===== config.mk =====
export PLATFORM = sky130hd
export DESIGN_NAME = dma_chan
export DESIGN_NICKNAME = d
export VERILOG_FILES = /design/src/rtl/dma_pkg.sv /design/src/rtl/dma_addr_unit.sv /design/src/rtl/dma_start_gate.sv /design/src/rtl/dma_seq.sv /design/src/rtl/dma_chan.sv
export SDC_FILE = /design/constraint.sdc
export NUM_CORES = 1
export LEC_CHECK = 0
export BUFFER_PORTS_ARGS = -buffer_cell sky130_fd_sc_hd__buf_4
export CAP_MARGIN = 5
export CELL_PAD_IN_SITES_DETAIL_PLACEMENT = 1
export CELL_PAD_IN_SITES_GLOBAL_PLACEMENT = 2
export CORE_ASPECT_RATIO = 1.75
export CORE_MARGIN = 3
export CORE_UTILIZATION = 37
export CTS_CLUSTER_SIZE = 20
export DETAILED_ROUTE_END_ITERATION = 10
export PLACE_DENSITY = 0.88
export SETUP_SLACK_MARGIN = 0.05
export SLEW_MARGIN = 40
export SYNTH_ARGS = -nofsm -noshare
export SYNTH_HDL_FRONTEND = slang
export SYNTH_SLANG_ARGS = --single-unit

===== constraint.sdc =====
create_clock -name clk -period 9.09 [get_ports clk]
set_input_delay 0.909 -clock clk [delete_from_list [all_inputs] [get_ports clk]]
set_output_delay 0.909 -clock clk [all_outputs]
set_load 0.02 [all_outputs]

===== src/rtl/dma_pkg.sv =====
// Shared types for the DMA channel.
// Assumes the control word layout is fixed. The packed control struct maps
// exactly onto control bits 15:6, and bits 5:0 are reserved.
package dma_pkg;

    typedef enum logic [1:0] {
        AM_UP        = 2'b00,
        AM_DOWN      = 2'b01,
        AM_HOLD      = 2'b10,
        AM_UP_RELOAD = 2'b11
    } addr_mode_e;

    typedef enum logic [1:0] {
        ST_NOW = 2'b00,
        ST_VBL = 2'b01,
        ST_HBL = 2'b10,
        ST_BAD = 2'b11
    } start_sel_e;

    typedef enum logic [1:0] {
        SEL_CTRL = 2'd0,
        SEL_SRC  = 2'd1,
        SEL_DST  = 2'd2,
        SEL_CNT  = 2'd3
    } cfg_sel_e;

    typedef enum logic [1:0] {
        SQ_IDLE,
        SQ_ARMED,
        SQ_READ,
        SQ_WRITE
    } seq_state_e;

    // Control word fields, most significant first (bits 15 down to 6).
    typedef struct packed {
        logic       en;
        logic       irq_en;
        start_sel_e start;
        logic       wide;
        logic       rpt;
        addr_mode_e src_mode;
        addr_mode_e dst_mode;
    } ctrl_t;

    localparam int CTRL_W     = 16;
    localparam int CTRL_RSV_W = CTRL_W - $bits(ctrl_t);

endpackage


===== src/rtl/dma_addr_unit.sv =====
// Working address register with per-unit stepping.
// Assumes load and step may both be high in the same cycle; load wins.
// IS_DST selects how mode 11 is read: the destination steps up, the source holds.
module dma_addr_unit
    import dma_pkg::*;
#(
    parameter int AW     = 32,
    parameter bit IS_DST = 1'b0
) (
    input  logic          clk,
    input  logic          rst_n,
    input  logic          load,
    input  logic [AW-1:0] load_val,
    input  logic          step,
    input  addr_mode_e    mode,
    input  logic          wide,
    output logic [AW-1:0] addr
);

    localparam logic [AW-1:0] HALF_STRIDE = AW'(2);
    localparam logic [AW-1:0] WORD_STRIDE = AW'(4);

    addr_mode_e    eff_mode;
    logic [AW-1:0] stride;
    logic [AW-1:0] addr_next;

    // Map the shared code 11 onto the behaviour this direction needs.
    generate
        if (IS_DST) begin : g_dst
            always_comb eff_mode = (mode == AM_UP_RELOAD) ? AM_UP : mode;
        end else begin : g_src
            always_comb eff_mode = (mode == AM_UP_RELOAD) ? AM_HOLD : mode;
        end
    endgenerate

    assign stride = wide ? WORD_STRIDE : HALF_STRIDE;

    // Next address after one unit has moved.
    always_comb begin
        unique case (eff_mode)
            AM_UP:   addr_next = addr + stride;
            AM_DOWN: addr_next = addr - stride;
            default: addr_next = addr;
        endcase
    end

    // Address register: load from software or restore, otherwise step.
    always_ff @(posedge clk) begin
        if (!rst_n) begin
            addr <= '0;
        end else if (load) begin
            addr <= load_val;
        end else if (step) begin
            addr <= addr_next;
        end
    end

endmodule


===== src/rtl/dma_start_gate.sv =====
// Start-condition gate: applies the guard delay after enable and picks the start event.
// Assumes arm is a single-cycle pulse on the edge where enable goes from 0 to 1.
module dma_start_gate
    import dma_pkg::*;
#(
    parameter int ARM_DLY = 2
) (
    input  logic       clk,
    input  logic       rst_n,
    input  logic       arm,
    input  logic       en,
    input  start_sel_e start,
    input  logic       vblank_evt,
    input  logic       hblank_evt,
    output logic       fire
);

    localparam int DLY_W = $clog2(ARM_DLY + 1);

    logic [DLY_W-1:0] guard_cnt;
    logic             evt;

    // Count down the guard window that follows each enable.
    always_ff @(posedge clk) begin
        if (!rst_n) begin
            guard_cnt <= '0;
        end else if (arm) begin
            guard_cnt <= DLY_W'(ARM_DLY);
        end else if (guard_cnt != '0) begin
            guard_cnt <= guard_cnt - 1'b1;
        end
    end

    // Select the start event named by the control word.
    always_comb begin
        unique case (start)
            ST_NOW:  evt = 1'b1;
            ST_VBL:  evt = vblank_evt;
            ST_HBL:  evt = hblank_evt;
            default: evt = 1'b0;
        endcase
    end

    assign fire = en && !arm && (guard_cnt == '0) && evt;

endmodule


===== src/rtl/dma_seq.sv =====
// Transfer sequencer: idle, armed, then a read/write pair for each unit.
// Assumes en already includes the effect of a disabling control write made
// in the same cycle.
module dma_seq
    import dma_pkg::*;
#(
    parameter int CW = 16
) (
    input  logic          clk,
    input  logic          rst_n,
    input  logic          en,
    input  logic          fire,
    input  logic          rpt,
    input  logic          irq_en,
    input  logic          bus_ack,
    input  logic [CW-1:0] cnt_prog,
    output seq_state_e    state,
    output logic          rd_ack,
    output logic          wr_ack,
    output logic          run_start,
    output logic          run_done,
    output logic          irq
);

    localparam logic [CW-1:0] ONE = CW'(1);

    logic [CW-1:0] remain;

    assign rd_ack    = en && (state == SQ_READ) && bus_ack;
    assign wr_ack    = en && (state == SQ_WRITE) && bus_ack;
    assign run_start = en && (state == SQ_ARMED) && fire;
    assign run_done  = wr_ack && (remain == ONE);

    // State register: walk through arm, read and write; drop to idle when disabled.
    always_ff @(posedge clk) begin
        if (!rst_n) begin
            state <= SQ_IDLE;
        end else if (!en) begin
            state <= SQ_IDLE;
        end else begin
            unique case (state)
                SQ_IDLE:  state <= SQ_ARMED;
                SQ_ARMED: if (fire) state <= SQ_READ;
                SQ_READ:  if (bus_ack) state <= SQ_WRITE;
                SQ_WRITE: if (bus_ack) state <= run_done ? (rpt ? SQ_ARMED : SQ_IDLE) : SQ_READ;
                default:  state <= SQ_IDLE;
            endcase
        end
    end

    // Units still to move in this run.
    always_ff @(posedge clk) begin
        if (!rst_n) begin
            remain <= '0;
        end else if (run_start) begin
            remain <= cnt_prog;
        end else if (wr_ack && !run_done) begin
            remain <= remain - ONE;
        end
    end

    // One-cycle completion interrupt.
    always_ff @(posedge clk) begin
        if (!rst_n) begin
            irq <= 1'b0;
        end else begin
            irq <= run_done && irq_en;
        end
    end

    p_irq_pulse_r8: assert property (@(posedge clk) disable iff (!rst_n)
        irq |=> !irq);

    p_start_from_armed_r4: assert property (@(posedge clk) disable iff (!rst_n)
        (state == SQ_READ && $past(state) != SQ_READ && $past(state) != SQ_WRITE)
            |-> $past(fire));

endmodule


===== src/rtl/dma_chan.sv =====
// One DMA channel: programmable registers, start gate, sequencer and two address units.
// Assumes a single bus master port with a request/acknowledge handshake and
// one outstanding access at a time. A 16-bit unit uses data bits DW/2-1:0.
module dma_chan
    import dma_pkg::*;
#(
    parameter int AW      = 32,
    parameter int DW      = 32,
    parameter int CW      = 16,
    parameter int ARM_DLY = 2
) (
    input  logic          clk,
    input  logic          rst_n,
    input  logic          cfg_wr,
    input  logic [1:0]    cfg_sel,
    input  logic [AW-1:0] cfg_wdata,
    output logic [15:0]   ctrl_rdata,
    input  logic          vblank_evt,
    input  logic          hblank_evt,
    output logic          bus_req,
    output logic          bus_we,
    output logic          bus_wide,
    output logic [AW-1:0] bus_addr,
    output logic [DW-1:0] bus_wdata,
    input  logic [DW-1:0] bus_rdata,
    input  logic          bus_ack,
    output logic          irq
);

    localparam int HW = DW / 2;

    ctrl_t         ctrl;
    logic [AW-1:0] src_prog;
    logic [AW-1:0] dst_prog;
    logic [CW-1:0] cnt_prog;
    logic [DW-1:0] rd_buf;

    logic          wr_ctrl, wr_src, wr_dst, wr_cnt;
    logic          arm, kill, en_eff, fire;
    logic          rd_ack, wr_ack, run_start, run_done, restore, running;
    logic          src_load, dst_load;
    logic [AW-1:0] src_addr, dst_addr, src_load_val, dst_load_val;
    seq_state_e    state;

    assign wr_ctrl = cfg_wr && (cfg_sel == SEL_CTRL);
    assign wr_src  = cfg_wr && (cfg_sel == SEL_SRC);
    assign wr_dst  = cfg_wr && (cfg_sel == SEL_DST);
    assign wr_cnt  = cfg_wr && (cfg_sel == SEL_CNT);
    assign arm     = wr_ctrl && cfg_wdata[CTRL_W-1] && !ctrl.en;
    assign kill    = wr_ctrl && !cfg_wdata[CTRL_W-1];
    assign en_eff  = ctrl.en && !kill;
    assign running = (state == SQ_READ) || (state == SQ_WRITE);
    assign restore = run_done && !ctrl.rpt;

    // Control word: software writes win; a single-shot completion clears enable.
    always_ff @(posedge clk) begin
        if (!rst_n) begin
            ctrl <= '0;
        end else if (wr_ctrl) begin
            ctrl <= ctrl_t'(cfg_wdata[CTRL_W-1:CTRL_RSV_W]);
        end else if (restore) begin
            ctrl.en <= 1'b0;
        end
    end

    // Programmed addresses and count, as last written by software.
    always_ff @(posedge clk) begin
        if (!rst_n) begin
            src_prog <= '0;
            dst_prog <= '0;
            cnt_prog <= '0;
        end else begin
            if (wr_src) src_prog <= cfg_wdata;
            if (wr_dst) dst_prog <= cfg_wdata;
            if (wr_cnt) cnt_prog <= cfg_wdata[CW-1:0];
        end
    end

    // Hold the data that was read until it is written out.
    always_ff @(posedge clk) begin
        if (!rst_n) begin
            rd_buf <= '0;
        end else if (rd_ack) begin
            rd_buf <= bus_rdata;
        end
    end

    assign ctrl_rdata = {ctrl, {CTRL_RSV_W{1'b0}}};

    assign src_load     = (wr_src && !running) || restore;
    assign src_load_val = wr_src ? cfg_wdata : src_prog;
    assign dst_load     = (wr_dst && !running) || restore
                        || (run_start && ctrl.dst_mode == AM_UP_RELOAD);
    assign dst_load_val = wr_dst ? cfg_wdata : dst_prog;

    dma_start_gate #(
        .ARM_DLY (ARM_DLY)
    ) u_gate (
        .clk        (clk),
        .rst_n      (rst_n),
        .arm        (arm),
        .en         (en_eff),
        .start      (ctrl.start),
        .vblank_evt (vblank_evt),
        .hblank_evt (hblank_evt),
        .fire       (fire)
    );

    dma_seq #(
        .CW (CW)
    ) u_seq (
        .clk       (clk),
        .rst_n     (rst_n),
        .en        (en_eff),
        .fire      (fire),
        .rpt       (ctrl.rpt),
        .irq_en    (ctrl.irq_en),
        .bus_ack   (bus_ack),
        .cnt_prog  (cnt_prog),
        .state     (state),
        .rd_ack    (rd_ack),
        .wr_ack    (wr_ack),
        .run_start (run_start),
        .run_done  (run_done),
        .irq       (irq)
    );

    dma_addr_unit #(
        .AW     (AW),
        .IS_DST (1'b0)
    ) u_src (
        .clk      (clk),
        .rst_n    (rst_n),
        .load     (src_load),
        .load_val (src_load_val),
        .step     (rd_ack),
        .mode     (ctrl.src_mode),
        .wide     (ctrl.wide),
        .addr     (src_addr)
    );

    dma_addr_unit #(
        .AW     (AW),
        .IS_DST (1'b1)
    ) u_dst (
        .clk      (clk),
        .rst_n    (rst_n),
        .load     (dst_load),
        .load_val (dst_load_val),
        .step     (wr_ack),
        .mode     (ctrl.dst_mode),
        .wide     (ctrl.wide),
        .addr     (dst_addr)
    );

    assign bus_req   = running;
    assign bus_we    = (state == SQ_WRITE);
    assign bus_wide  = ctrl.wide;
    assign bus_addr  = bus_we ? dst_addr : src_addr;
    assign bus_wdata = ctrl.wide ? rd_buf : {{(DW-HW){1'b0}}, rd_buf[HW-1:0]};

    p_guard_first_r3: assert property (@(posedge clk) disable iff (!rst_n)
        $past(arm) |-> !bus_req);

    p_guard_second_r3: assert property (@(posedge clk) disable iff (!rst_n)
        $past(arm, 2) |-> !bus_req);

    p_bad_start_r4: assert property (@(posedge clk) disable iff (!rst_n)
        (ctrl.start == ST_BAD && !bus_req) |=> !bus_req);

    p_hold_until_ack_r7: assert property (@(posedge clk) disable iff (!rst_n)
        (bus_req && !bus_ack && !wr_ctrl) |=> (bus_req && $stable(bus_addr) && $stable(bus_we)));

    p_irq_gated_r8: assert property (@(posedge clk) disable iff (!rst_n)
        irq |-> $past(ctrl.irq_en));

    p_self_clear_r9: assert property (@(posedge clk) disable iff (!rst_n)
        (run_done && !ctrl.rpt && !wr_ctrl) |=> !ctrl_rdata[15]);

    p_stay_armed_r10: assert property (@(posedge clk) disable iff (!rst_n)
        (run_done && ctrl.rpt && !wr_ctrl) |=> ctrl_rdata[15]);

    p_stop_r11: assert property (@(posedge clk) disable iff (!rst_n)
        kill |=> !bus_req);

endmodule


# Word-level counts from Yosys, hierarchy flattened
# Cells that the tools add are included.
# word_totals
regBits	207
in_bits	72
out_inout_bits	84
# op_classes
add_sub_neg	6
eq_ne	16
muxes	26
bitwise	1
n_reduce_logical	54
# op_table
op	count
32-bit 2-to-1 mux	8
32-bit one-hot mux with 2 select lines	2
32-bit adder	2
32-bit subtractor	2
16-bit 2-to-1 mux	2
1-bit logical AND	24
16-bit by 1-bit equality test with 1-bit output (second input constant)	1
2-bit 2-to-1 mux	8
16-bit by 1-bit subtractor with 16-bit output (second input constant)	1
2-bit equality test (second input constant)	7
2-bit logical NOT	6
2-bit nonzero test	6
2-bit by 1-bit equality test with 1-bit output (second input constant)	5
2-bit one-hot mux with 4 select lines	1
1-bit logical NOT	7
2-bit AND reduction	3
3-bit nonzero test	2
1-bit logical OR	4
2-bit by 1-bit != test with 1-bit output (second input constant)	2
1-bit 2-to-1 mux	3
3-bit 2-to-1 mux	1
1-bit one-hot mux with 3 select lines	1
3-bit AND reduction	1
2-bit != test (second input constant)	1
other kinds (3)	3

# Logic depth before layout (Yosys ltp)
# Gate-level depths: netlist of the first run.
# logic_depth
ltp_word	13
depth_mapped	16
depth_no_buf	14

# Cells and area by module
# From an unflattened synthesis of the first run, not the netlist that was laid out.
# unflattened
hier_cells	1628
area_unflattened_um2	13650.6
# modules_own_cells
module	instances	cells_per_inst	area_each_um2	seq_area_each_um2
dma_chan	1	501	5561.6	2442.3
dma_addr_unit (u_dst)	1	528	3678.5	640.6
dma_addr_unit (u_src)	1	443	3128.0	640.6
dma_seq	1	146	1187.4	380.4
dma_start_gate	1	10	95.1	40.0

# Least setup slack after synthesis of the first run
# OpenSTA, ideal clock, no wires.
# synth_path
path_type	register -> register
start	register ctrl (netlist bit ctrl_rdata[7])
end	register u_dst.addr[30]
arrival_ps	3451
setup_slack_ps	5569
stages_incl_launch_ff	17
path_buffers	2
period_less_slack_ps	3521
cell_sequence	dfxtp_1 inv_1 ha_1 clkbuf_1 inv_1 clkbuf_1 nor2_1 ha_1 nor2b_1 o2111ai_1 a41oi_1 a221oi_1 o22ai_2 a21oi_1 o211a_1 o31a_1 o2bb2ai_1
# synth_via
elab_chain_len	6
# synth_rtl
item	line_no	rtl
start, declared	dma_chan.sv:32	ctrl_t ctrl;
start signal, assigned	dma_chan.sv:60	ctrl <= ctrl_t'(cfg_wdata[CTRL_W-1:CTRL_RSV_W]);
2-bit equality test	dma_addr_unit.sv:30, dma_chan.sv:93	
2-bit 2-to-1 mux	dma_addr_unit.sv:30	always_comb eff_mode = (mode == AM_UP_RELOAD) ? AM_UP : mode;
2-bit by 1-bit equality test with 1-bit output / 2-bit logical NOT (equally long branches)	dma_addr_unit.sv:40	unique case (eff_mode)
32-bit one-hot mux with 2 select lines	dma_addr_unit.sv:40	
32-bit 2-to-1 mux	dma_addr_unit.sv:53	end else if (step) begin
32-bit 2-to-1 mux	dma_addr_unit.sv:51	end else if (load) begin
end signal, assigned	dma_addr_unit.sv:52	addr <= load_val;
end signal, assigned	dma_addr_unit.sv:54	addr <= addr_next;
end, declared	dma_addr_unit.sv:17	output logic [AW-1:0] addr
# Several ways; a longest one is shown, not always the timed one. The select of a mux whose other input is x is not followed.
# A chain may end at the register's enable or synchronous reset.

# Worst setup path in the final report of the first run
# Ends and elaborated chain as after synthesis.

==> run metrics, run 1 <==
pin count of the biggest net entering global routing 114; critical path's largest stage delay 460 ps; clk root buf clkbuf_16; grt total ovfl 0; sequential element share of the synthesized area approximately a third; Async S/R FF share, synth 0%; fin crit period 4306 ps; Routed Antenna Nets 0; die area 0.03590 mm2; hold_buf cts 0; fmax 0.2322 GHz; Core Util, Final between 40% and 50%; detailed-route DRC error count 0; Crit Path Category register to register; CTS buffer count 21; relative max-transition margin 45.67%; clock buffer depth 3; die width around 140 um; clock net sink count 207; delay-heaviest family, CP compound AO/OA/AOI/OAI gates; WHS 452.6 ps; Post-Route WL 44.25 mm; RSZ-0062 raised after global routing no; nets 1749; PwrDens 147.4 mW/mm2; initial antenna violation count 0; Worst-Skew Late Latency around 530 ps; TritonRoute pass-1 iters 5; Layout area overhead 13.81%; buffers and inverters on the worst path 3; GRT Total Usage around a quarter; Avg WL per Cell roughly 21 um; Final Hold Viols 0; CP max FO 37; post-synthesis cell count 1641; Max stage delay cell, worst path a41oi_1; clk_skew about 20 ps; Clock transition at path regs 70 ps; CORE AREA 0.03303 mm2; htree depth 1; Critical Path AT 4750 ps; final RePlAce weighted congestion 0.8865; dpl hpwl around 32 mm; first-pass GRT wire length 69.14 mm; yosys warns 0; # rows 88; post-route cell area between 0.01 and 0.015 mm2; Avg Cell Area, Syn 7.572 um2; most frequent cells in the layout nand2_1, dfxtp_1, nor2_1, buf_4, a21oi_1; ys flop type dfxtp_1; final setup fails 0; Starting Density 37.62%; Tcrit/Tclk final 47.37%; layout cells sized above 1 between 10% and 20%; crit-path cells inv_1 > ha_1 > buf_4 > inv_1 > nor2_1 > ha_1 > nor2b_1 > o2111ai_1 > a41oi_1 > a221oi_1 > o22ai_2 > a21oi_1 > o211a_1 > o31a_1 > o2bb2ai_1; Max IR drop VDD 0.1103 mV; ant diodes 0; Overall Power 2.085 mW; initial DRC count 452; CP endpoint kind register; critical path depth 15; count of flip-flops with a built-in enable after synthesis 0; CTS tree done; IO Port Bufs 149; status finished, final reports clean; io pins 156; vias 12180; CTS resizes 0; worst hold path type register to register; Netlist Area Pre-Place 0.01243 mm2; Required @ worst endpoint 9530 ps; vias in the first global route 12410; Layout fillers roughly 4100; Worst Tran Pin Value 815.0 ps; Yosys cell types 86; setup bufs post-CTS 0; Die H between 200 and 250 um; Placement Cell Area roughly 0.013 mm2; maxcap violations 0; Cells on Worst Hold Path 2; setup TNS 0 ps; CP startpoint kind register; leak pwr ~5.5 nW; number of register bits inferred by synthesis 207; commonest non-fill, non-tap cell in the layout nand2_1; fin. max-slew vios 0; cells on worst reg2reg path 15; Vias/cell 5.844
-- cells in the mapped netlist (10+ instances only) --
library cell	n	area share, %
o22ai_1	12	0.60
o21a_1	12	0.73
a22o_1	12	0.85
and3_1	11	0.55
a221oi_1	10	0.70
nor4_1	18	0.91
nor3_1	45	1.8
or3_1	19	0.96
o21ai_0	62	2.5
mux2_2	34	3.1
and2_1	29	1.5
nor2_1	184	5.6
buf_1	10	0.30
nor2b_1	11	0.55
a31oi_1	13	0.65
ha_1	12	1.2
buf_2	21	0.85
buf_4	29	1.8
nand3_1	47	1.9
o31ai_1	10	0.60
dfxtp_1	207	33
inv_1	18	0.54
o211ai_1	10	0.60
a22oi_1	10	0.60
xnor2_1	47	3.3
a21oi_1	151	6.1
a211oi_1	15	0.91
nand4_1	15	0.76
nand2_1	241	7.3
clkbuf_1	104	3.1
mux2i_1	54	4.4
-- sequential cells by signal, summed over array words and instances, names as in the netlist, 2 cells and up --
signal	cells
u_src.addr	32
u_seq.state	2
rd_buf	32
ctrl_rdata	9
u_gate.guard_cnt	2
u_seq.remain	16
src_prog	32
dst_prog	32
cnt_prog	16
u_dst.addr	32
-- cell families after synthesis --
family          share of synthesized area (%)
compound gates                          21.42
xor+xnor                                3.947
fa+ha+maj                               1.208
buf+inv                                 7.008
flops                                   33.35
mux                                     7.431
other cells                           0.03018
simple gates                            25.61
-- cell type report --
| type | count | area [um2] | area share, % |
|---|---|---|---|
| clock inverters | 10 | 153.9 | 1.088 |
| multi-input cells | 1251 | 7453 | 52.71 |
| well taps | 405 | 506.7 | 3.583 |
| clock buffers | 27 | 568.0 | 4.017 |
| inverters | 20 | 82.58 | 0.5840 |
| repair buffers | 164 | 1231 | 8.706 |
| flip-flops and latches | 207 | 4145 | 29.31 |
-- power breakdown --
part | total, mW | internal, mW | switching (mW)
sequential | 0.951 | 0.926 | 0.0253
clock | 0.941 | 0.556 | 0.385
combinational | 0.192 | 0.0729 | 0.119
total | 2.08 | 1.55 | 0.530
-- stage by stage --
stage	cells	worst slack (ps)
floorplan	1646	5569
global placement	2047	5045
detailed placement	2047	4912
CTS	2084	4867
global route	2084	4536
finish	2084	4784
-- per-layer routing --
metal | share of wire [%] | GRT usage [%] | vias to the layer above
li1 | - | - | 5804
met1 | 40 | 28.68 | 5978
met2 | 52 | 43.10 | 307
met3 | 4.0 | 2.867 | 89
met4 | 3.6 | 8.776 | 0
met5 | 0 | 0 | -
-- worst min-delay path, stage by stage (launching register included) --
cell and delay [ps]:
dfxtp_1 310, nand2_1 50, a21oi_1 50
-- path summary, 6_finish.rpt --
kind | slack (ps) | startpoint | end
worst max-delay path | 4780 | ctrl_rdata[7] | u_dst.addr[30]
worst min-delay path | 450 | rd_buf[10] | rd_buf[10]
worst max register to register | 4780 | ctrl_rdata[7] | u_dst.addr[30]
worst min register to register | 450 | rd_buf[10] | rd_buf[10]
(Power assumes the default switching activity.)
==> run 2: changes to the inputs <==
--- a/config.mk
+++ b/config.mk
@@ -11,10 +11,10 @@
 export CELL_PAD_IN_SITES_GLOBAL_PLACEMENT = 2
 export CORE_ASPECT_RATIO = 1.75
 export CORE_MARGIN = 3
-export CORE_UTILIZATION = 37
+export CORE_UTILIZATION = 31
 export CTS_CLUSTER_SIZE = 20
 export DETAILED_ROUTE_END_ITERATION = 10
-export PLACE_DENSITY = 0.88
+export PLACE_DENSITY = 0.78
 export SETUP_SLACK_MARGIN = 0.05
 export SLEW_MARGIN = 40
 export SYNTH_ARGS = -nofsm -noshare
==> constraint.sdc (replaced) <==
create_clock -name clk -period 3.5 [get_ports clk]
set_input_delay 0.35 -clock clk [delete_from_list [all_inputs] [get_ports clk]]
set_output_delay 0.35 -clock clk [all_outputs]
set_load 0.02 [all_outputs]
==> run 2 against run 1 <==
Cell count rose by 5.9%. Combinational power grew to 2.8 times the previous value. Die area up 19%. Design area is 3.2% higher. Sequential power increased to 2.6 times the previous value. Global-route usage is 2.6 points lower. Largest cell class unchanged. Sequential cell count is the same. Fmax grew 33%. Largest power group unchanged. Critical path depth fell by 3. Setup slack got worse by 4500 ps.
==> run metrics, run 2 (synthesized netlist as in run 1, its figures left out) <==
Clock transition at path regs 60 ps (about the same); die width 157.3 um (+8.9%); Starting Density 31.54% (-6.1 points); fin. max-slew vios 0 (unchanged); Cells on Worst Hold Path 3 (+1); clk root buf clkbuf_16; Worst Tran Pin Value 841.4 ps (+26.47 ps); most frequent cells in the layout nand2_1, dfxtp_1, buf_4, nor2_1, a21oi_1; Post-Route WL 46.46 mm (+5.0%); die area 0.04262 mm2 (+19%); initial DRC count 465 (+2.9%); Vias/cell 5.590 (-4.3%); ant diodes 0 (unchanged); cells on worst reg2reg path 12 (-3); CTS resizes 0 (unchanged); Worst-Skew Late Latency 530 ps (about the same); fin crit period 3245 ps (-1061 ps); clk_skew 14.65 ps (-5.428 ps); Crit Path Category register to register; first-pass GRT wire length 72.55 mm (+4.9%); detailed-route DRC error count 0 (unchanged); RSZ-0062 raised after global routing yes; Max IR drop VDD 0.2991 mV (+170%); pin count of the biggest net entering global routing 105 (-7.9%); nets 1791 (+2.4%); io pins 156 (unchanged); setup bufs post-CTS 0 (unchanged); GRT Total Usage 21.41% (-2.6 points); commonest non-fill, non-tap cell in the layout nand2_1; layer with the highest usage met2; vias in the first global route 12870 (+3.6%); met1 Use GR 24.30% (-4.4 points); maxcap violations 0 (unchanged); CP endpoint kind register; status finished, final reports clean; hold_buf cts 0 (unchanged); IO Port Bufs 149 (unchanged); setup TNS 0 ps (unchanged); grt total ovfl 0 (unchanged); leak pwr 5.683 nW (+4.3%); CTS buffer count 23 (+9.5%); clock net sink count 207 (unchanged); Tcrit/Tclk final 92.71% (+45 points); vias 12340 (+1.3%); relative max-transition margin 43.91% (-1.8 points); worst hold path type input port to register; dpl hpwl 34.11 mm (+8.2%); Layout area overhead 17.44%; CTS tree done; layout cells sized above 1 17.88% (+2.0 points); Avg WL per Cell 21.05 um (-0.86%); Required @ worst endpoint 3960 ps (-5570 ps); final worst slack 255.0 ps (-4529 ps); Die H 270.9 um (+9.0%); Layout fillers 4842 (+18%); initial antenna violation count 0 (unchanged); final setup fails 0 (unchanged); final RePlAce weighted congestion 0.8700 (-1.9%); Routed Antenna Nets 0 (unchanged); htree depth 1 (unchanged); PwrDens 365.1 mW/mm2 (+150%); # rows 96 (+9.1%); fmax 0.3082 GHz (+33%); clock buffer depth 3 (unchanged); CP startpoint kind register; GR Util met2 39.35% (-3.7 points); Critical Path AT 3700 ps (-1050 ps); Final Hold Viols 0 (unchanged); CP max FO 15 (-59%); TritonRoute pass-1 iters 5 (unchanged); CORE AREA 0.03940 mm2 (+19%); Place WS 162.7 ps (-4750 ps); M3 GR Usage 3.297% (+0.43 points)
## run 2: cell types whose count changed in the layout (fill, tap and decap cells not counted), sizes merged
cell,delta
clkbuf,+5
buf,+40
bufinv,-3
clkinv,-4
## run 2: area by class of cell
cell class	count	area [um2]	area share, %
clock inverters	3	40.04	0.2744
flip-flops and latches	207	4144	28.40
multi-input cells	1251	7470	51.19
clock buffers	32	649.4	4.450
inverters	20	82.58	0.5659
well taps	490	613.1	4.201
repair buffers	204	1594	10.92
## run 2: path summary, 6_finish.rpt
check                              startpoint             end  slack, ps
worst min register to register     rd_buf[22]      rd_buf[22]        450
worst max register to register  ctrl_rdata[6]  u_dst.addr[31]        250
worst max-delay path            ctrl_rdata[6]  u_dst.addr[31]        250
worst min-delay path            bus_rdata[30]      rd_buf[30]         70
## run 2: routing by layer
layer	vias to the layer above	share of wire (%)	wire length [um]
met5	-	0	0
met4	0	3.9	1804
met3	93	4.6	2141
met2	279	52	24090
met1	6074	40	18430
li1	5892	-	-
## run 2: critical path, stage by stage, from the launching register on
cell and delay [ps]:
dfxtp_1 330, buf_4 140, ha_2 370, buf_4 230, inv_2 60, or3_1 310
a32oi_1 270, nand2_1 140, o221ai_1 510, nand2_1 140, a21oi_1 200, mux2_2 350
o2bb2ai_1 120
## run 2: power by group
group          internal [mW]  leakage [nW]  switching (mW)
sequential              2.41          1.68          0.0569
combinational          0.208          3.67           0.327
clock                   1.35         0.340           0.981
total                   3.96          5.68            1.37
## run 2: through the flow
stage / std cells / instance area, um2 / util, % / hold WS [ps] / power [mW]
4_1_cts: 2207 / 14560 / 36.96 / 42.65 / 5.415
5_1_grt: 2207 / 14590 / 37.04 / 54.36 / 5.550
6_report: 2207 / 14590 / 37.04 / 71.20 / 5.328
3_5_place_dp: 2172 / 13870 / 35.21 / 446.4 / 3.051
3_3_place_gp: 2172 / 13870 / 35.21 / 432.7 / 3.041
2_1_floorplan: 1646 / 12450 / - / 420.6 / 2.817
==> run 3: changes to the inputs <==
--- a/config.mk
+++ b/config.mk
@@ -5,17 +5,18 @@
 export SDC_FILE = /design/constraint.sdc
 export NUM_CORES = 1
 export LEC_CHECK = 0
+export ABC_AREA = 1
 export BUFFER_PORTS_ARGS = -buffer_cell sky130_fd_sc_hd__buf_4
 export CAP_MARGIN = 5
 export CELL_PAD_IN_SITES_DETAIL_PLACEMENT = 1
 export CELL_PAD_IN_SITES_GLOBAL_PLACEMENT = 2
 export CORE_ASPECT_RATIO = 1.75
 export CORE_MARGIN = 3
-export CORE_UTILIZATION = 31
+export CORE_UTILIZATION = 28
 export CTS_CLUSTER_SIZE = 20
 export DETAILED_ROUTE_END_ITERATION = 10
-export PLACE_DENSITY = 0.78
-export SETUP_SLACK_MARGIN = 0.05
+export PLACE_DENSITY = 0.77
+export SETUP_SLACK_MARGIN = 0.3
 export SLEW_MARGIN = 40
 export SYNTH_ARGS = -nofsm -noshare
 export SYNTH_HDL_FRONTEND = slang
==> run 3 against run 2 <==
Synthesized area is 9.3% higher. Cell count increased by 37%. Critical endpoint is now u_dst.addr[12]. Total power up 7.3%. Register-to-register slack improved by 290 ps. Highest routed layer unchanged. Clock skew increased by 10 ps. First-iteration DRC count up 26%. Global-route usage down 0.25 points. Combinational power grew 25%.
==> run metrics, run 3 <==
maxcap violations 0 (unchanged); Combinational Power Share 11.7% (+1.7 points); most frequent cells in the layout nand2_1, nor2_1, inv_1, dfxtp_1, buf_4; CORE AREA 0.04788 mm2 (+22%); M3 GR Usage 1.545% (-1.8 points); Critical Path AT 3450 ps (-250 ps); fin crit period 2953 ps (-291.9 ps); non-filler cells, final 3026 (+37%); CP max FO 16 (+1); relative max-transition margin 48.67% (+4.8 points); nets 2445 (+37%); Worst-Skew Late Latency 550 ps (+20 ps); die width 172.5 um (+9.6%); first-pass GRT wire length 86.46 mm (+19%); vias 14410 (+17%); clk root buf clkbuf_16; FF-to-FF End u_dst.addr[12]; CTS buffer count 24 (+4.3%); IO Port Bufs 149 (unchanged); CP endpoint kind register; met1 Use GR 22.96% (-1.3 points); dpl hpwl 44.10 mm (+29%); most frequent cell after synthesis nand2_1; worst hold path type input port to register; Final Hold Viols 0 (unchanged); post-route cell area 0.01616 mm2 (+11%); Int Pwr 4.122 mW (+4.0%); initial DRC count 588 (+26%); number of register bits inferred by synthesis 207 (unchanged); fmax 0.3386 GHz (+9.9%); CTS tree done; Die H 297.4 um (+9.8%); fin. max-slew vios 0 (unchanged); Switching Fraction 27.91% (+2.3 points); Synth area leaders dfxtp_1, nand2_1, nor2_1; Placement Cell Area 0.01518 mm2 (+9.4%); Yosys cell types 52 (-40%); ant diodes 0 (unchanged); clock net sink count 207 (unchanged); io pins 156 (unchanged); layout cells sized above 1 12.74% (-5.1 points); # rows 106 (+10%); clk_skew 24.95 ps (+10.30 ps); GR Util met2 41.74% (+2.4 points); Crit Path Category register to register; GRT Total Usage 21.16% (-0.25 points); worst r2r src ctrl_rdata[6]; Starting Density 28.38% (-3.2 points); initial antenna violation count 1 (+1); die area 0.05131 mm2 (+20%); grt total ovfl 0 (unchanged); Avg WL per Cell 18.52 um (-12%); Vias/cell 4.763 (-15%); Avg Cell Area, Syn 6.033 um2 (-20%); setup TNS 0 ps (unchanged); share of the synthesized area in the top cell type 30.50% (-2.9 points); cell accounting for the most synthesized area dfxtp_1; count of flip-flops with a built-in enable after synthesis 0 (unchanged); htree depth 1 (unchanged); yosys warns 0 (unchanged); Routed Antenna Nets 0 (unchanged); setup bufs post-CTS 0 (unchanged); final setup fails 0 (unchanged); Net Switching 1.596 mW (+17%); Netlist Area Pre-Place 0.01359 mm2 (+9.3%); Reg power frac 42.8% (-3.4 points); crit path launch ctrl_rdata[6]; Hold Startpoint bus_rdata[9]; clock buffer depth 3 (unchanged); final RePlAce weighted congestion 0.8980 (+3.2%); Tcrit/Tclk final 84.37% (-8.3 points); layer with the highest usage met2; RSZ-0062 raised after global routing no; # placed instances 2966 (+37%); vias in the first global route 15150 (+18%); Post-Route WL 56.03 mm (+21%); commonest non-fill, non-tap cell in the layout nand2_1; detailed-route DRC error count 0 (unchanged); WHS 29.90 ps (-41.30 ps); Clock transition at path regs 60 ps (about the same); PwrDens 353.8 mW/mm2 (-3.1%); pin count of the biggest net entering global routing 64 (-39%); Layout area overhead 18.92%; sequential element share of the synthesized area 30.50% (-2.9 points); TritonRoute pass-1 iters 5 (unchanged); cells on worst reg2reg path 12 (unchanged); Worst Tran Pin Value 765.3 ps (-76.16 ps); Async S/R FF share, synth 0% (unchanged); Worst Setup EP u_dst.addr[12]; status finished, final reports clean; worst reg-to-reg setup slack 550 ps (+290 ps); post-synthesis cell count 2252 (+37%); Clk pwr share 45.4% (+1.7 points); leak pwr 7.860 nW (+38%); ys flop type dfxtp_1; Required @ worst endpoint 4000 ps (+40 ps); top cells by count, synth nand2_1, nor2_1, inv_1; CP startpoint kind register; Max IR drop VDD 0.3321 mV (+11%)
-- run 3: worst min path at each step --
stage / endpoint / cells past startpoint / slack [ps]
finish: rd_buf[9] / 3 / 30
global placement: cnt_prog[11] / 2 / 430
CTS: rd_buf[14] / 3 / 0.08
floorplan: cnt_prog[11] / 2 / 420
global route: rd_buf[30] / 3 / 20
detailed placement: cnt_prog[5] / 2 / 440
-- run 3: final cells by class --
| class | instances | area [um2] |
|---|---|---|
| Fill cell | 6226 | 31720 |
| Sequential cell | 207 | 4144 |
| Multi-Input combinational cell | 1632 | 7747 |
| Clock buffer | 35 | 701.9 |
| Tap cell | 648 | 810.8 |
| Clock inverter | 8 | 97.59 |
| Timing Repair Buffer | 192 | 1513 |
| Inverter | 304 | 1144 |
-- run 3: critical path, cell delays in order (launching register included) --
cell and delay [ps]:
dfxtp_1 420, ha_2 400, buf_4 330, xor2_2 270, nand2_1 150, nor2_2 250, nand3_1 110, nand3_1 330
xor2_1 290, nand2_1 80, o21ai_1 110, nand2_1 80, nand2_1 70
-- run 3: metrics by stage --
stage          util [%]  total power, mW  setup slack (ps)
3_5_place_dp      31.71            3.154             393.5
6_report          33.75            5.717             546.9
4_1_cts           33.73            5.796             383.6
2_1_floorplan         -            2.899             921.8
5_1_grt           33.75            5.949             356.7
3_3_place_gp      31.70            3.140             449.8
-- run 3: layer usage --
layer  share of wire (%)  vias up
li1                    -     7235
met1                  40     6870
met2                  54      208
met3                 2.0       99
met4                 4.4        0
met5                   0        -
-- run 3: kinds of logic (layout without fill, tap and decap cells) --
group | Yosys count | count (layout) | share of synthesized area (%)
xor+xnor | 53 | 53 | 3.638
flops | 207 | 207 | 30.50
other cells | 1 | 6 | 0.02760
mux | 28 | 28 | 2.063
buf+inv | 418 | 539 | 12.87
compound gates | 332 | 332 | 13.35
simple gates | 1201 | 1201 | 36.44
fa+ha+maj | 12 | 12 | 1.105
-- run 3: what timing repair did --
item | in CTS | in global routing
hold buffers | 17 | 0
resized for setup | 0 | 3
hold endpoints to repair | 17 | 0
endpoints found under the setup margin | 0 | 2
-- run 3: power by group through the flow --
stage / registers, mW / logic [mW] / clock network, mW
2_1_floorplan: 2.49 / 0.404 / 0
3_3_place_gp: 2.50 / 0.641 / 0
3_5_place_dp: 2.50 / 0.653 / 0
4_1_cts: 2.45 / 0.672 / 2.68
5_1_grt: 2.45 / 0.740 / 2.76
6_report: 2.45 / 0.670 / 2.60
